File: config.mk
export PLATFORM = sky130hd
export DESIGN_NAME = knock_spi_cfg
export DESIGN_NICKNAME = d
export VERILOG_FILES = /design/src/rtl/knock_spi_pkg.sv /design/src/rtl/knock_spi_sync.sv /design/src/rtl/knock_spi_edge.sv /design/src/rtl/knock_spi_shifter.sv /design/src/rtl/knock_spi_regs.sv /design/src/rtl/knock_spi_cfg.sv
export SDC_FILE = /design/constraint.sdc
export NUM_CORES = 1
export LEC_CHECK = 0
export BUFFER_PORTS_ARGS = -buffer_cell sky130_fd_sc_hd__buf_2
export CAP_MARGIN = 20
export CORE_ASPECT_RATIO = 1.1
export CORE_MARGIN = 2
export CORE_UTILIZATION = 47
export DETAILED_ROUTE_END_ITERATION = 12
export HOLD_SLACK_MARGIN = 0.06
export PLACE_DENSITY = 0.64
export SYNTH_ARGS = -nofsm -noshare
export SYNTH_HDL_FRONTEND = slang
export SYNTH_SLANG_ARGS = --single-unit
File: constraint.sdc
create_clock -name clk -period 2.7 [get_ports clk]
set_clock_uncertainty 0.1 [all_clocks]
set_input_delay 0.27 -clock clk [delete_from_list [all_inputs] [get_ports clk]]
set_output_delay 0.27 -clock clk [all_outputs]
set_load 0.01 [all_outputs]
File: src/rtl/knock_spi_pkg.sv
package knock_spi_pkg;
   localparam int WORD_W  = 8;
   localparam int FLD_W   = WORD_W - 2;
   localparam int TC_W    = FLD_W - 1;
   localparam int PRESC_W = FLD_W - 2;
   localparam int CNT_W   = $clog2(WORD_W + 2);

   typedef enum logic [1:0] {
      SEL_BPF  = 2'b00,
      SEL_GAIN = 2'b01,
      SEL_TC   = 2'b10,
      SEL_SYS  = 2'b11
   } sel_e;
endpackage

File: src/rtl/knock_spi_sync.sv
module knock_spi_sync #(
   parameter int WIDTH  = 1,
   parameter int STAGES = 2,
   parameter logic [WIDTH-1:0] RST_VAL = '0
) (
   input  logic             clk,
   input  logic             rst_n,
   input  logic [WIDTH-1:0] d,
   output logic [WIDTH-1:0] q
);
   if (STAGES < 2) begin : g_bad_stages
      $error("knock_spi_sync: STAGES must be at least 2");
   end
   if (WIDTH < 1) begin : g_bad_width
      $error("knock_spi_sync: WIDTH must be at least 1");
   end

   logic [WIDTH-1:0] chain [STAGES];

   for (genvar s = 0; s < STAGES; s++) begin : g_stage
      if (s == 0) begin : g_first
         always_ff @(posedge clk or negedge rst_n) begin
            if (!rst_n) chain[s] <= RST_VAL;
            else        chain[s] <= d;
         end
      end else begin : g_next
         always_ff @(posedge clk or negedge rst_n) begin
            if (!rst_n) chain[s] <= RST_VAL;
            else        chain[s] <= chain[s-1];
         end
      end
   end

   assign q = chain[STAGES-1];
endmodule

File: src/rtl/knock_spi_edge.sv
module knock_spi_edge (
   input  logic clk,
   input  logic rst_n,
   input  logic sck_s,
   input  logic cs_s,
   output logic sck_fall,
   output logic sck_rise,
   output logic cs_fall,
   output logic cs_rise
);
   logic sck_d, cs_d;

   always_ff @(posedge clk or negedge rst_n) begin
      if (!rst_n) begin
         sck_d <= 1'b0;
         cs_d  <= 1'b1;
      end else begin
         sck_d <= sck_s;
         cs_d  <= cs_s;
      end
   end

   assign sck_fall = sck_d & ~sck_s;
   assign sck_rise = ~sck_d & sck_s;
   assign cs_fall  = cs_d & ~cs_s;
   assign cs_rise  = ~cs_d & cs_s;
endmodule

File: src/rtl/knock_spi_shifter.sv
module knock_spi_shifter import knock_spi_pkg::*; (
   input  logic              clk,
   input  logic              rst_n,
   input  logic              cs_s,
   input  logic              mosi_s,
   input  logic              sck_fall,
   input  logic              sck_rise,
   input  logic              cs_fall,
   input  logic              cs_rise,
   output logic              commit,
   output logic [WORD_W-1:0] word,
   output logic              so_bit
);
   localparam logic [CNT_W-1:0] FULL  = CNT_W'(WORD_W);
   localparam logic [CNT_W-1:0] LIMIT = CNT_W'(WORD_W + 1);

   logic [WORD_W-1:0] rx_q, tx_q, last_q;
   logic [CNT_W-1:0]  cnt_q;

   assign commit = cs_rise && (cnt_q == FULL);
   assign word   = rx_q;
   assign so_bit = tx_q[WORD_W-1];

   always_ff @(posedge clk or negedge rst_n) begin
      if (!rst_n) begin
         rx_q   <= '0;
         tx_q   <= '0;
         last_q <= '0;
         cnt_q  <= '0;
      end else begin
         if (cs_fall) begin
            cnt_q <= '0;
            tx_q  <= last_q;
         end else if (!cs_s) begin
            if (sck_fall) begin
               rx_q <= {rx_q[WORD_W-2:0], mosi_s};
               if (cnt_q != LIMIT) cnt_q <= cnt_q + 1'b1;
            end
            if (sck_rise && (cnt_q != '0)) begin
               tx_q <= {tx_q[WORD_W-2:0], 1'b0};
            end
         end
         if (commit) last_q <= rx_q;
      end
   end
endmodule

File: src/rtl/knock_spi_regs.sv
module knock_spi_regs import knock_spi_pkg::*; #(
   parameter logic [FLD_W-1:0]   GAIN_RST  = '0,
   parameter logic [FLD_W-1:0]   BPF_RST   = '0,
   parameter logic [TC_W-1:0]    TC_RST    = '0,
   parameter logic [PRESC_W-1:0] PRESC_RST = '0
) (
   input  logic               clk,
   input  logic               rst_n,
   input  logic               commit,
   input  logic [WORD_W-1:0]  word,
   output logic               chan_sel,
   output logic [FLD_W-1:0]   gain_step,
   output logic [FLD_W-1:0]   bpf_step,
   output logic [TC_W-1:0]    tc_step,
   output logic [PRESC_W-1:0] presc_sel,
   output logic               so_dis
);
   sel_e sel;
   assign sel = sel_e'(word[WORD_W-1 -: 2]);

   always_ff @(posedge clk or negedge rst_n) begin
      if (!rst_n) begin
         chan_sel  <= 1'b0;
         gain_step <= GAIN_RST;
         bpf_step  <= BPF_RST;
         tc_step   <= TC_RST;
         presc_sel <= PRESC_RST;
         so_dis    <= 1'b0;
      end else if (commit) begin
         unique case (sel)
            SEL_BPF:  bpf_step  <= word[FLD_W-1:0];
            SEL_GAIN: gain_step <= word[FLD_W-1:0];
            SEL_TC:   tc_step   <= word[TC_W-1:0];
            SEL_SYS: begin
               if (word[FLD_W-1]) begin
                  chan_sel <= word[0];
               end else begin
                  presc_sel <= word[PRESC_W:1];
                  so_dis    <= word[0];
               end
            end
         endcase
      end
   end
endmodule

File: src/rtl/knock_spi_cfg.sv
module knock_spi_cfg import knock_spi_pkg::*; #(
   parameter int SYNC_STAGES = 2
) (
   input  logic               clk,
   input  logic               rst_n,
   input  logic               spi_sck,
   input  logic               spi_cs_n,
   input  logic               spi_mosi,
   input  logic               diag_n,
   input  logic               int_hold_in,
   output logic               spi_so,
   output logic               spi_so_oe,
   output logic               chan_sel,
   output logic [FLD_W-1:0]   gain_step,
   output logic [FLD_W-1:0]   bpf_step,
   output logic [TC_W-1:0]    tc_step,
   output logic [PRESC_W-1:0] presc_sel,
   output logic               int_mode
);
   localparam int N_SYNC = 5;
   localparam logic [N_SYNC-1:0] SYNC_RST = 5'b01001;

   if (SYNC_STAGES < 2) begin : g_bad_sync
      $error("knock_spi_cfg: SYNC_STAGES must be at least 2");
   end

   logic ih_s, diag_s, mosi_s, sck_s, cs_s;
   logic sck_fall, sck_rise, cs_fall, cs_rise;
   logic commit, so_dis;
   logic [WORD_W-1:0] word;

   knock_spi_sync #(
      .WIDTH   (N_SYNC),
      .STAGES  (SYNC_STAGES),
      .RST_VAL (SYNC_RST)
   ) i_sync (
      .clk   (clk),
      .rst_n (rst_n),
      .d     ({int_hold_in, diag_n, spi_mosi, spi_sck, spi_cs_n}),
      .q     ({ih_s, diag_s, mosi_s, sck_s, cs_s})
   );

   knock_spi_edge i_edge (
      .clk      (clk),
      .rst_n    (rst_n),
      .sck_s    (sck_s),
      .cs_s     (cs_s),
      .sck_fall (sck_fall),
      .sck_rise (sck_rise),
      .cs_fall  (cs_fall),
      .cs_rise  (cs_rise)
   );

   knock_spi_shifter i_shift (
      .clk      (clk),
      .rst_n    (rst_n),
      .cs_s     (cs_s),
      .mosi_s   (mosi_s),
      .sck_fall (sck_fall),
      .sck_rise (sck_rise),
      .cs_fall  (cs_fall),
      .cs_rise  (cs_rise),
      .commit   (commit),
      .word     (word),
      .so_bit   (spi_so)
   );

   knock_spi_regs i_regs (
      .clk       (clk),
      .rst_n     (rst_n),
      .commit    (commit),
      .word      (word),
      .chan_sel  (chan_sel),
      .gain_step (gain_step),
      .bpf_step  (bpf_step),
      .tc_step   (tc_step),
      .presc_sel (presc_sel),
      .so_dis    (so_dis)
   );

   assign spi_so_oe = ~diag_s | (~cs_s & ~so_dis);
   assign int_mode  = ih_s;
endmodule

==> impl_metrics.json <==
{
  "worstHoldPathType": "flip-flop to flip-flop",
  "worst-endpoint-required_ns": 2.85,
  "floorplan.initialDensity_pct": 48.14,
  "synth.distinct_cells": 36,
  "critical_path.max_stage_delay_ns": 0.48,
  "syn-cell-area_um2": 2564,
  "hpwl_um": 3258,
  "timing.final.crit_period_ns": 2.038,
  "timing.critical_path.to_type": "flip-flop",
  "timing.critical_path.fanout_max": 8,
  "sequential_cell_area_um2": 1583,
  "worst_ep_arrival_time_ns": 2.19,
  "drv_slew": 0,
  "fin_nets": 234,
  "max-slew-margin-rel_pct": 68.26,
  "ys_ff_latch": 63,
  "critical_path.startpoint_type": "flip-flop",
  "boundaryPins": 32,
  "critical-path-slowest-cell": "sky130_fd_sc_hd__nor3b_2",
  "multi_input_comb_area_um2": 930.9,
  "cts_tree": "done",
  "synth-edff-count": 0,
  "area_growth_pct": 20.69,
  "via_count_of_the_first_global_routing_pass": 1607,
  "wire_per_inst_um": 15.57,
  "fraction_of_the_yosys_area_taken_by_sequential_cells_pct": 61.74,
  "chipHeight_um": 81.46,
  "post_drt_via_cell_ratio": 5.263,
  "global_route_usage_over_all_layers_pct": 17.68,
  "max_freq_mhz": 490.8,
  "vdd_ir_drop_max_v": 0.0004119,
  "use_met1_pct": 22.75,
  "grt_first_pass_wirelength_um": 7817,
  "final_min_period_over_clock_period_pct": 75.47,
  "portBuffers": 31,
  "drc": 0,
  "use_met3_pct": 3.926,
  "cts-hold-fix-buffers": 6,
  "synth_flop_cell": "sky130_fd_sc_hd__dfrtp_1",
  "final-setup-viol-count": 0,
  "max_cap_viol_count": 0,
  "grt_setup_unrepaired": "false",
  "yosys_warnings": 0,
  "grt_max_degree": 37,
  "cts_clk_pin_slew_worst_paths_ns": 0.07,
  "insertion_delay_ns": 0.34,
  "finalWeightedCongestion": 0.8401,
  "n_fill_cell": 454,
  "syn-instance-count": 181,
  "drt_iter0_markers": 74,
  "syn-num-nets": 191,
  "max-clock-path-buffers": 2,
  "worst_path_cell_chain": "inv_1 -> ha_1 -> nor3b_2 -> o21ai_0 -> a31oi_1",
  "h-tree-depth": 3,
  "gr-total-overflow": 0,
  "drt_wl_total_um": 4734,
  "busiest_layer": "met2",
  "cts-buffers-inserted": 9,
  "detail_route.first_pass.iterations": 6,
  "final_design_area_no_fill_um2": 3094,
  "slew_of_the_pin_with_the_lowest_slew_margin_ns": 0.4762,
  "post_route_cells_drive_above_1_share_pct": 27.07,
  "detailroute.via_count": 1600,
  "post_synth.cell_area_avg_um2": 14.16,
  "final_antenna_net_count": 0,
  "antenna-diode-count": 0,
  "design.core.area_um2": 5325,
  "floorplan.die.width_um": 74.42,
  "cts.repair.resized": 0,
  "final.setup.tns_ns": 0,
  "run_status": "complete, no violations",
  "postSynth.asyncResetShare_pct": 100.0,
  "cts_root_buf": "sky130_fd_sc_hd__clkbuf_8",
  "cts_setup_buffers": 0,
  "hold_viol_final": 0,
  "worstSetupPathType": "flip-flop to flip-flop",
  "postPlaceCellArea_um2": 2789,
  "power_per_cell_area_nw_per_um2": 709.6,
  "gr-usage-met2_pct": 27.79,
  "leakage_nw": 1.573,
  "antenna_found_initial": 0,
  "cts_sinks": 63,
  "row_count": 28,
  "design.die.area_um2": 6062
}
per-stage QoR:
stage          utilization (%)  worst slack, ns  std cells  power, W  hold WS (ns)
6_report                 58.11           0.6624        304  0.002196        0.2493
2_1_floorplan                -           0.9561        181  0.001136       -0.1256
3_5_place_dp             52.37           0.7088        282  0.001214        0.2033
4_1_cts                  58.11           0.6889        304  0.002215        0.2515
5_1_grt                  58.11           0.5184        304  0.002278        0.2598
3_3_place_gp             52.37           0.7895        282  0.001201        0.1893
state kept, by name, summed over array words and instances, names as in the netlist, 4 cells and up:
signal / count
i_regs.bpf_step: 6
i_regs.gain_step: 6
i_regs.presc_sel: 4
i_regs.tc_step: 5
i_shift.cnt_q: 4
i_shift.last_q: 8
i_shift.tx_q: 8
i_shift.word: 8
i_sync.chain: 5
i_sync.q: 5
cell usage in the layout, fill, tap and decap left out, types with 2 or more instances in the layout:
cell type / instances
sky130_fd_sc_hd__o21ai_0: 9
sky130_fd_sc_hd__mux2_1: 39
sky130_fd_sc_hd__a31oi_1: 7
sky130_fd_sc_hd__bufinv_16: 3
sky130_fd_sc_hd__buf_2: 31
sky130_fd_sc_hd__nor2_1: 10
sky130_fd_sc_hd__ha_1: 3
sky130_fd_sc_hd__nand4b_4: 2
sky130_fd_sc_hd__buf_4: 2
sky130_fd_sc_hd__o21ai_1: 3
sky130_fd_sc_hd__dfstp_2: 5
sky130_fd_sc_hd__clkbuf_8: 10
sky130_fd_sc_hd__nand3_1: 4
sky130_fd_sc_hd__or3b_1: 2
sky130_fd_sc_hd__clkinv_2: 2
sky130_fd_sc_hd__nor2b_1: 2
sky130_fd_sc_hd__inv_1: 3
sky130_fd_sc_hd__a21oi_1: 3
sky130_fd_sc_hd__nand4_1: 7
sky130_fd_sc_hd__dlygate4sd3_1: 6
sky130_fd_sc_hd__dfrtp_1: 58
final timing paths:
kind                            slack [ns]            endpoint             start  cells past startpoint
worst max-delay path                  0.66     i_shift.tx_q[2]  i_shift.cnt_q[0]                      5
worst min-delay path                  0.25         i_sync.q[2]   i_sync.chain[7]                      0
worst max register to register        0.66     i_shift.tx_q[2]  i_shift.cnt_q[0]                      5
worst min register to register        0.25         i_sync.q[2]   i_sync.chain[7]                      0
max in group asynchronous             1.74     i_sync.chain[8]             rst_n                      3
min in group asynchronous             0.37  i_regs.bpf_step[5]             rst_n                      3
layout make-up:
class / instances / share of cell area [%]
clock inverters: 6 / 3.478
inverters: 3 / 0.3639
clock buffers: 10 / 4.448
well taps: 75 / 3.033
repair buffers: 39 / 7.440
flip-flops and latches: 63 / 51.15
multi-input cells: 108 / 30.08
cells in the mapped netlist, drive strengths merged, types with 3 or more instances:
library cell | instances | area, µm²
dfrtp | 58 | 1451
clkbuf | 4 | 15.01
buf | 3 | 23.77
a21oi | 3 | 15.01
a31oi | 7 | 43.79
nand4 | 8 | 65.06
dfstp | 5 | 131.4
mux2 | 39 | 439.2
or3b | 3 | 28.78
o21ai | 12 | 60.05
nor2 | 11 | 48.80
inv | 3 | 11.26
nand3 | 5 | 30.03
ha | 3 | 37.54
worst max-delay path: cells and delay by family (launching register included):
kind                       cells  cell delay, ns
AOI/OAI and AO/OA              2            0.39
adders and majority gates      1            0.45
buffers and inverters          1            0.09
DFF                            1            0.43
and+or+nand+nor                1            0.48
report_power, final:
group	internal [W]	total, W	leakage [nW]	switching [W]
sequential	0.000998	0.00107	0.826	0.0000747
combinational	0.0000539	0.000128	0.624	0.0000742
clock	0.000635	0.000995	0.122	0.000360
layer usage:
layer,wire length (µm),up-vias
met3,157,12
met5,0,-
met2,2287,36
met1,2173,810
li1,-,742
met4,116,0
cells by family (layout without fill, tap and decap cells):
logic type / Yosys count / in the layout / synth area share (%)
compound gates: 25 / 25 / 5.612
flops: 63 / 63 / 61.74
buf+inv: 10 / 58 / 1.952
mux: 39 / 39 / 17.13
simple gates: 41 / 41 / 12.10
fa+ha+maj: 3 / 3 / 1.464
No activity file was read; power rests on OpenSTA's default activity.
